File: config.mk
export PLATFORM = sky130hd
export DESIGN_NAME = byte_shuffle_unit
export DESIGN_NICKNAME = d
export VERILOG_FILES = /design/src/rtl/bsu_pkg.sv /design/src/rtl/bsu_mask_add.sv /design/src/rtl/bsu_byte_sel.sv /design/src/rtl/byte_shuffle_unit.sv
export SDC_FILE = /design/constraint.sdc
export NUM_CORES = 1
export LEC_CHECK = 0
export BUFFER_PORTS_ARGS = -buffer_cell sky130_fd_sc_hd__buf_2
export CORE_AREA = 4 4 227 229
export DETAILED_ROUTE_END_ITERATION = 16
export DIE_AREA = 0 0 231 233
export PLACE_DENSITY = 0.57
export SLEW_MARGIN = 20
export SYNTH_ARGS = -nofsm -noshare
export SYNTH_HDL_FRONTEND = slang
export SYNTH_SLANG_ARGS = --single-unit
File: constraint.sdc
create_clock -name clk_i -period 3.79 [get_ports clk_i]
set_clock_uncertainty 0.1 [all_clocks]
set_input_delay 0.758 -clock clk_i [delete_from_list [all_inputs] [get_ports clk_i]]
set_output_delay 0.758 -clock clk_i [all_outputs]
set_load 0.01 [all_outputs]
File: src/rtl/bsu_pkg.sv
package bsu_pkg;
  typedef enum logic {
    OP_SETMASK = 1'b0,
    OP_SHUFFLE = 1'b1
  } bsu_op_e;
endpackage

File: src/rtl/bsu_mask_add.sv
module bsu_mask_add #(
  parameter int DATA_W = 64,
  parameter int MASK_W = 32
) (
  input  logic [DATA_W-1:0] a_i,
  input  logic [DATA_W-1:0] b_i,
  output logic [DATA_W-1:0] sum_o,
  output logic [MASK_W-1:0] mask_o
);
  always_comb begin
    sum_o  = a_i + b_i;
    mask_o = sum_o[MASK_W-1:0];
  end
endmodule

File: src/rtl/bsu_byte_sel.sv
module bsu_byte_sel #(
  parameter int LANE_W  = 8,
  parameter int N_LANES = 8,
  localparam int POOL_N = 2 * N_LANES,
  localparam int SEL_W  = $clog2(POOL_N)
) (
  input  logic [POOL_N*LANE_W-1:0] pool_i,
  input  logic [SEL_W-1:0]         sel_i,
  output logic [LANE_W-1:0]        lane_o
);
  logic [LANE_W-1:0] lanes [POOL_N];

  for (genvar k = 0; k < POOL_N; k++) begin : g_lane
    assign lanes[k] = pool_i[k*LANE_W +: LANE_W];
  end

  assign lane_o = lanes[sel_i];
endmodule

File: src/rtl/byte_shuffle_unit.sv
module byte_shuffle_unit #(
  parameter int DATA_W = 64,
  parameter int LANE_W = 8,
  localparam int N_LANES = DATA_W / LANE_W,
  localparam int SEL_W   = $clog2(2 * N_LANES),
  localparam int MASK_W  = N_LANES * SEL_W
) (
  input  logic              clk_i,
  input  logic              rst_ni,
  input  logic              valid_i,
  input  logic              op_i,
  input  logic [DATA_W-1:0] a_i,
  input  logic [DATA_W-1:0] b_i,
  output logic [DATA_W-1:0] result_o,
  output logic              result_valid_o,
  output logic [MASK_W-1:0] mask_o
);
  import bsu_pkg::*;

  bsu_op_e           op;
  logic [DATA_W-1:0] sum;
  logic [MASK_W-1:0] new_mask;
  logic [DATA_W-1:0] shuf;
  logic [DATA_W-1:0] result_d;
  logic [DATA_W-1:0] result_q;
  logic [MASK_W-1:0] mask_q;
  logic              valid_q;

  assign op = bsu_op_e'(op_i);

  bsu_mask_add #(.DATA_W(DATA_W), .MASK_W(MASK_W)) u_add (
    .a_i   (a_i),
    .b_i   (b_i),
    .sum_o (sum),
    .mask_o(new_mask)
  );

  // mask is written at the same edge as the set result, so a following shuffle sees it directly
  for (genvar i = 0; i < N_LANES; i++) begin : g_sel
    bsu_byte_sel #(.LANE_W(LANE_W), .N_LANES(N_LANES)) u_sel (
      .pool_i(({b_i, a_i})),
      .sel_i (mask_q[i*SEL_W +: SEL_W]),
      .lane_o(shuf[i*LANE_W +: LANE_W])
    );
  end

  always_comb begin
    result_d = result_q;
    if (valid_i) result_d = (op == OP_SETMASK) ? sum : shuf;
  end

  always_ff @(posedge clk_i or negedge rst_ni) begin
    if (!rst_ni) begin
      result_q <= '0;
      valid_q  <= 1'b0;
      mask_q   <= '0;
    end else begin
      result_q <= result_d;
      valid_q  <= valid_i;
      if (valid_i && op == OP_SETMASK) mask_q <= new_mask;
    end
  end

  assign result_o       = result_q;
  assign result_valid_o = valid_q;
  assign mask_o         = mask_q;
endmodule

### Yosys cells after proc, flatten, opt, wreduce, memory -nomap -nowiden

Cells that the tools add are included.

| word-level totals | value |
|---|---|
| output and inout bits | 97 |
| logic and storage cells | 47 |
| bits in registers | 97 |

| operators by class | value |
|---|---|
| bitwise gates (word level) | 9 |
| multiplexer cells | 25 |
| $lt $le $gt $ge | 8 |
| add/subtract/negate cells | 1 |
| reduce and logical (&&, ||, !) cells | 1 |

Operators with widths:

| cell | count |
|---|---|
| $bmux W8 S4 | 8 |
| $mux W8 | 16 |
| $add A64 B64 Y64 | 1 |
| $mux W64 | 1 |
| $ge A5 B5 Y1 const B | 8 |
| $not A4 Y5 | 8 |
| $logic_and A1 B1 Y1 | 1 |
| $not A1 Y1 | 1 |

### Depth between registers and ports, before layout

Gate-level depths: netlist of the first run.

| logic depth | value |
|---|---|
| depth after elaboration | 5 |
| gate-level depth with buffers | 13 |
| mapped depth without buffers | 13 |

### By module

A second synthesis of the first run with hierarchy kept.

| second synthesis, totals | value |
|---|---|
| cells, all modules | 1,504 |
| area, all modules | 16,449.5 sq um |

Modules (own cells, without submodules):

| module | area each (sq um) | cells each | instances |
|---|---|---|---|
| bsu_byte_sel | 1,033.5 | 70 | 8 |
| byte_shuffle_unit | 4,201.5 | 347 | 1 |
| bsu_mask_add | 3,980.1 | 597 | 1 |

### Worst setup path before layout of the first run

No wires, ideal clock.

| path | value |
|---|---|
| kind | input -> register |
| start point | in a_i[0] |
| end point | reg result_q[58] (netlist: result_o[58]) |
| stages | 13 |
| required time | 3.545 ns |
| slack | 0.040 ns |
| buffers on the path | 0 |
| data arrival time | 3.505 ns |
| cell sequence | ha_1 fa_1 a21o_1 a221o_1 and3b_1 nor4b_2 and3b_1 nor3_4 a21oi_1 a41oi_2 o21ai_1 xnor2_1 o221ai_1 |

| on the way | value |
|---|---|
| cells in the longest elaborated chain, start to end | 2 |

Ends and longest elaborated chain:

| element | RTL line | text |
|---|---|---|
| start, declared | byte_shuffle_unit.sv:12 | `input logic [DATA_W-1:0] a_i,` |
| $add A64 B64 Y64 | bsu_mask_add.sv:11 | `sum_o = a_i + b_i;` |
| $mux W64 | byte_shuffle_unit.sv:49 | `if (valid_i) result_d = (op == OP_SETMASK) ? sum : shuf;` |
| end signal, assigned | byte_shuffle_unit.sv:58 | `result_q <= result_d;` |
| end, declared | byte_shuffle_unit.sv:25 | `logic [DATA_W-1:0] result_q;` |

Every way passes these cells.
A chain may end at the register's enable or synchronous reset.

### Worst setup path in the final report of the first run

| path | value |
|---|---|
| start point | in a_i[0] |
| end point | reg result_q[60] (netlist: result_o[60]) |

The elaborated chain is that of the path after synthesis.

==> results.json, run 1 <==
{
  "numCtsBuffers": 9,
  "slew_viol_final": 0,
  "cts.sinks": 97,
  "overflow": 0,
  "wirelength_um": 78100,
  "avgSynthCellArea_um2": 11.0,
  "leakagePower_nw": 7.55,
  "ys_seq_area_share_pct": 16.0,
  "syn_inst": 1383,
  "synthesis.area_um2": 15200,
  "fillers": 4992,
  "synthSimpleGateAreaFrac_pct": 9.37,
  "drcViolationCount": 0,
  "cts-root-buf": "clkbuf_16",
  "grt_pass1_vias": 15444,
  "worst-r2r-cell-count": 5,
  "rows": 82,
  "io_pins": 229,
  "synth-compound-area-share_pct": 13.8,
  "viasPerCell": 6.47,
  "ant_nets": 0,
  "synthDistinctLibCells": 63,
  "clock_latency_ns": 0.39,
  "drt_iter0_drc": 2239,
  "path_buf_inv": 2,
  "worstPathRequired_ns": 3.98,
  "start_kind": "input pin",
  "synth_warnings": 0,
  "core_area_um2": 49700,
  "rsz0062_at_grt": "yes",
  "seqCellArea_um2": 2440,
  "power_density_nw_per_um2": 426,
  "synth_xor_area_share_pct": 3.23,
  "cpLargestDelayFamily": "compound AO/OA/AOI/OAI gates",
  "track_usage_pct": 28.5,
  "synthArstFlopShare_pct": 100,
  "cp.arrival_ns": 3.90,
  "hold_class": "input pin to asynchronous set/reset pin",
  "clkPwrFrac_pct": 12.6,
  "crit_top_cell": "o211ai_1",
  "cts_max_level": 3,
  "tightest_slew_ns": 1.04,
  "slew_headroom_pct": 30.9,
  "via_count": 15711,
  "die_y_um": 233,
  "multi_input_area_um2": 12200,
  "cap_violations": 0,
  "synth_edf_count": 0,
  "antenna_found_initial": 6,
  "drive_gt1_share_pct": 49.3,
  "io_buffers": 228,
  "status": "completed",
  "start_util_pct": 30.6,
  "cpPeakStageDelay_ns": 0.39,
  "synth_fa_ha_area_share_pct": 5.33,
  "path_clk_slew_ns": 0.08,
  "fin_crit_sh_pct": 97.9,
  "synth.mux.area_fraction_pct": 48.3,
  "grt_pass1_wl_um": 111000,
  "p_switching_mw": 3.69,
  "netSwitchingFraction_pct": 45.2,
  "cts_tree": "built",
  "gp_congestion": 1.06,
  "area_delta_synth_final_pct": 26.3,
  "seq_power_share_pct": 22.5,
  "synth_ff_type": "dfrtp_1",
  "finalPower_mw": 8.17,
  "fin_ws_ns": 0.0799,
  "fin_nets": 1946,
  "hold_viol": 0,
  "p_int_mw": 4.48,
  "synth_top_family_by_area": "multiplexers",
  "clockBufferDepth": 2,
  "p_comb_share_pct": 64.9,
  "drtPass1Iterations": 5,
  "cp-end-kind": "flop",
  "die_w_um": 231,
  "synth.ff_latch_count": 97,
  "fin_crit_ns": 3.71,
  "dp_hpwl_um": 60900,
  "fmax_ghz": 0.270,
  "setup_violations": 0,
  "die_area_um2": 53800,
  "cp.depth": 15,
  "cpMaxStageDelayCell": "a221o_1",
  "vdd.ir_drop.worst_mv": 0.284,
  "syn_nets": 1579,
  "wl_per_cell_um": 32.2,
  "dp_slack_ns": -0.518,
  "critical_path_class": "input pin to flop",
  "cp_cell_sequence": "buf_8 > ha_4 > fa_2 > a21o_1 > a221o_1 > and3b_1 > nor4b_2 > buf_4 > and3b_2 > o211ai_1 > a21oi_2 > a221oi_2 > xor2_1 > o211ai_1 > o21a_1",
  "critPathMaxFanout": 3,
  "grt_max_degree": 87
}
[cells in the mapped netlist (all sizes together), types with 18 or more instances]
master    n  area share (%)
mux4    320              47
nand2   112             2.8
a21oi   173             5.8
nor2    123             3.0
dfrtp    97              16
o21ai    82             2.7
inv      20            0.49
xnor2    37             2.1
xor2     19             1.1
buf      38            0.95
ha       63             5.2
clkbuf  100             2.5
a21o     18            0.89
[placed cells by master (no fill, tap or decap), drive strengths merged, types with 19 or more instances in the layout]
master and count:
nand2 112, inv 21, ha 63, dfrtp 97, nor2 123, o21ai 82, mux4 320, xor2 19
xnor2 37, buf 494, a21oi 173
[repair_timing]
item,in CTS,in global routing
endpoints found under the hold margin,0,0
setup endpoints to repair,7,14
buffers inserted,0,2
pin swaps,1,13
resized for setup,2,14
hold buffers,0,0
[state kept, by name (all words and copies together) (netlist names)]
signal and flops:
result_valid_o 1, result_o 64, mask_o 32
[worst paths after layout]
kind                                           from                  endpoint  slack, ns
max in group asynchronous                    rst_ni  result_valid_o$_DFF_PN0_       2.51
min in group clk_i         result_o[25]$_DFFE_PN0P_  result_o[25]$_DFFE_PN0P_       0.38
hold / removal                               rst_ni  result_o[19]$_DFFE_PN0P_       0.33
setup / recovery                             a_i[0]  result_o[60]$_DFFE_PN0P_       0.08
hold reg to reg            result_o[25]$_DFFE_PN0P_  result_o[25]$_DFFE_PN0P_       0.38
setup reg to reg              mask_o[4]$_DFFE_PN0P_   result_o[8]$_DFFE_PN0P_       0.84
[area by class of cell]
cell class | instances | share of cell area (%)
repair buffers | 494 | 17.2
flip-flops and latches | 97 | 12.7
diodes | 3 | 0.0392
multi-input cells | 1128 | 63.7
clock inverters | 6 | 0.353
clock buffers | 10 | 1.20
well taps | 672 | 4.39
inverters | 20 | 0.392
[routing by layer]
metal | vias up | track usage, % | share of wire, % | wire [um]
li1 | 6327 | - | - | -
met1 | 7824 | 37.0 | 37 | 29000
met2 | 1315 | 44.6 | 45 | 35300
met3 | 241 | 7.35 | 12 | 9070
met4 | 4 | 13.6 | 6.1 | 4770
met5 | - | 0 | 0.041 | 32
[power by group through the flow]
stage / Combinational [mW] / Clock [mW] / Sequential, mW
after global placement: 5.16 / 0 / 1.84
after global routing: 5.56 / 1.07 / 1.87
after floorplan: 3.26 / 0 / 1.54
after detailed placement: 5.21 / 0 / 1.85
final: 5.30 / 1.03 / 1.84
after CTS: 5.23 / 1.05 / 1.83
[cells by family (layout without fill, tap and decap cells)]
| family | count (synthesis) | after routing |
|---|---|---|
| buffers and inverters | 158 | 530 |
| multiplexers | 332 | 332 |
| XOR/XNOR | 56 | 56 |
| flip-flops | 97 | 97 |
| AND/OR/NAND/NOR | 320 | 320 |
| other | 0 | 3 |
| AO/OA/AOI/OAI | 356 | 356 |
| adder cells (fa/ha/maj) | 64 | 64 |
[stage by stage]
| step | cells | hold slack [ns] | util (%) | TNS [ns] | cell area [um2] |
|---|---|---|---|---|---|
| 6_report | 2430 | 0.330 | 38.6 | 0 | 19200 |
| 5_1_grt | 2430 | 0.388 | 38.6 | -0.00106 | 19200 |
| 4_1_cts | 2425 | 0.347 | 38.4 | 0 | 19100 |
| 3_5_place_dp | 2409 | 0.367 | 37.8 | -8.15 | 18800 |
| 3_3_place_gp | 2409 | 0.361 | 37.8 | -6.08 | 18800 |
| 2_1_floorplan | 1383 | 0.362 | - | 0 | 15200 |
Power figures use the tool's default switching activity.
==> run 2: changes to the inputs <==
==> constraint.sdc (replaced) <==
create_clock -name clk_i -period 4 [get_ports clk_i]
set_clock_uncertainty 0.1 [all_clocks]
set_input_delay 0.8 -clock clk_i [delete_from_list [all_inputs] [get_ports clk_i]]
set_output_delay 0.8 -clock clk_i [all_outputs]
set_load 0.01 [all_outputs]
==> results.json, run 2 (synthesis results as in run 1) <==
{
  "start_kind": "input pin",
  "status": "completed",
  "netSwitchingFraction_pct": 45.8,
  "p_comb_share_pct": 62.3,
  "die_w_um": 231,
  "r2r_end": "result_o[37]$_DFFE_PN0P_",
  "track_usage_pct": 28.0,
  "cpLargestDelayFamily": "compound AO/OA/AOI/OAI gates",
  "clkPwrFrac_pct": 12.4,
  "io_pins": 229,
  "die_y_um": 233,
  "rsz0062_at_grt": "no",
  "critical_path_class": "input pin to flop",
  "path_clk_slew_ns": 0.09,
  "ant_nets": 0,
  "p_switching_mw": 3.45,
  "critPathMaxFanout": 3,
  "clock_latency_ns": 0.39,
  "startpoint": "a_i[0]",
  "rows": 82,
  "p_int_mw": 4.08,
  "io_buffers": 228,
  "grt_pass1_vias": 14796,
  "worst-r2r-cell-count": 6,
  "cpPeakStageDelay_ns": 0.40,
  "hold_viol": 0,
  "crit_path_end": "result_o[60]$_DFFE_PN0P_",
  "drt_iter0_drc": 2301,
  "die_area_um2": 53800,
  "layout_common_cells": "mux4_2, buf_2, a21oi_1, buf_4, nor2_1",
  "seq_power_share_pct": 25.3,
  "cts_tree": "built",
  "fin_nets": 1856,
  "hold_class": "input pin to asynchronous set/reset pin",
  "drive_gt1_share_pct": 46.3,
  "crit_top_cell": "o211ai_1",
  "slew_viol_final": 0,
  "cts.sinks": 97,
  "worstPathRequired_ns": 4.19,
  "cts-root-buf": "clkbuf_16",
  "slew_headroom_pct": 24.5,
  "area_delta_synth_final_pct": 21.2,
  "start_util_pct": 30.6,
  "cap_violations": 0,
  "leakagePower_nw": 7.09,
  "cp_cell_sequence": "buf_2 > ha_2 > fa_1 > a21o_1 > a221o_1 > and3b_1 > nor4b_4 > and3b_2 > o211ai_1 > a21oi_1 > a221oi_2 > xor2_1 > o211ai_1 > o21a_1",
  "power_density_nw_per_um2": 409,
  "path_buf_inv": 1,
  "grt_max_degree": 64,
  "vdd.ir_drop.worst_mv": 0.235,
  "via_count": 15317,
  "placed_cells_incl_taps": 2321,
  "drcViolationCount": 0,
  "cp.arrival_ns": 4.05,
  "r2r_setup_slack_ns": 0.97,
  "core_area_um2": 49700,
  "dp_hpwl_um": 59800,
  "fin_crit_sh_pct": 96.7,
  "overflow": 0,
  "drtPass1Iterations": 7,
  "cp.depth": 14,
  "hold_buffers": 0,
  "cts_max_level": 3,
  "final_cells": 2339,
  "cp-end-kind": "flop",
  "viasPerCell": 6.55,
  "finalPower_mw": 7.53,
  "wl_per_cell_um": 32.8,
  "layout_commonest_cell": "mux4_2",
  "largest_reg_flops": 64,
  "gp_congestion": 0.998,
  "wirelength_um": 76800,
  "tns_ns": 0,
  "tightest_slew_ns": 1.13,
  "setup_violations": 0,
  "cpMaxStageDelayCell": "fa_1",
  "numCtsBuffers": 9,
  "fmax_ghz": 0.258,
  "r2r-start": "mask_o[16]$_DFFE_PN0P_",
  "grt_pass1_wl_um": 109000,
  "fin_crit_ns": 3.87,
  "clockBufferDepth": 2,
  "antenna_found_initial": 1
}
-- run 2: changes by cell type in the layout (fill, tap and decap cells not counted), moves of 2 or more --
cell / change
buf_4: -87
a21oi_1: +3
a21oi_2: -3
buf_12: -3
buf_2: +2
-- run 2: metal layers --
metal | vias up | part of all wire, % | GRT usage (%)
li1 | 6152 | - | -
met1 | 7641 | 38 | 36.8
met2 | 1269 | 44 | 42.6
met3 | 255 | 11 | 6.99
met4 | 0 | 7.1 | 15.3
met5 | - | 0 | 0
-- run 2: how the worst min path moves through the flow --
stage	start	to	slack [ns]	cells after the start
finish	rst_ni	result_o[20]$_DFFE_PN0P_	0.30	1
global route	rst_ni	result_o[20]$_DFFE_PN0P_	0.34	1
CTS	rst_ni	result_o[20]$_DFFE_PN0P_	0.31	1
detailed placement	result_o[52]$_DFFE_PN0P_	result_o[52]$_DFFE_PN0P_	0.36	1
global placement	result_o[17]$_DFFE_PN0P_	result_o[17]$_DFFE_PN0P_	0.36	1
floorplan	rst_ni	mask_o[0]$_DFFE_PN0P_	0.40	0
-- run 2: cell type report --
type | count | area [um2]
diodes | 2 | 5.00
clock buffers | 10 | 229
clock inverters | 6 | 61.3
fillers | 5033 | 31300
inverters | 20 | 75.1
multi-input cells | 1128 | 12200
flip-flops and latches | 97 | 2440
well taps | 672 | 841
repair buffers | 404 | 2570
-- run 2: power by group through the flow --
| stage | Combinational (mW) | Sequential (mW) | Clock [mW] |
|---|---|---|---|
| 6_report | 4.69 | 1.91 | 0.930 |
| 5_1_grt | 4.92 | 1.95 | 0.981 |
| 4_1_cts | 4.64 | 1.90 | 0.956 |
| 3_5_place_dp | 4.63 | 1.92 | 0 |
| 3_3_place_gp | 4.58 | 1.91 | 0 |
| 2_1_floorplan | 3.09 | 1.46 | 0 |
-- run 2: stage by stage --
step	hold slack [ns]	setup WS, ns	instance area (um2)	util (%)
4_1_cts	0.305	0.0438	18400	37.0
5_1_grt	0.339	0.0319	18400	37.0
2_1_floorplan	0.404	0.208	15200	-
6_report	0.301	0.131	18400	37.0
3_3_place_gp	0.364	-0.300	18100	36.4
3_5_place_dp	0.363	-0.368	18100	36.4
-- run 2: repair_timing --
item,CTS,global route
resized for setup,0,5
endpoints found under the setup margin,0,8
hold endpoints to repair,0,0
buffers inserted,0,0
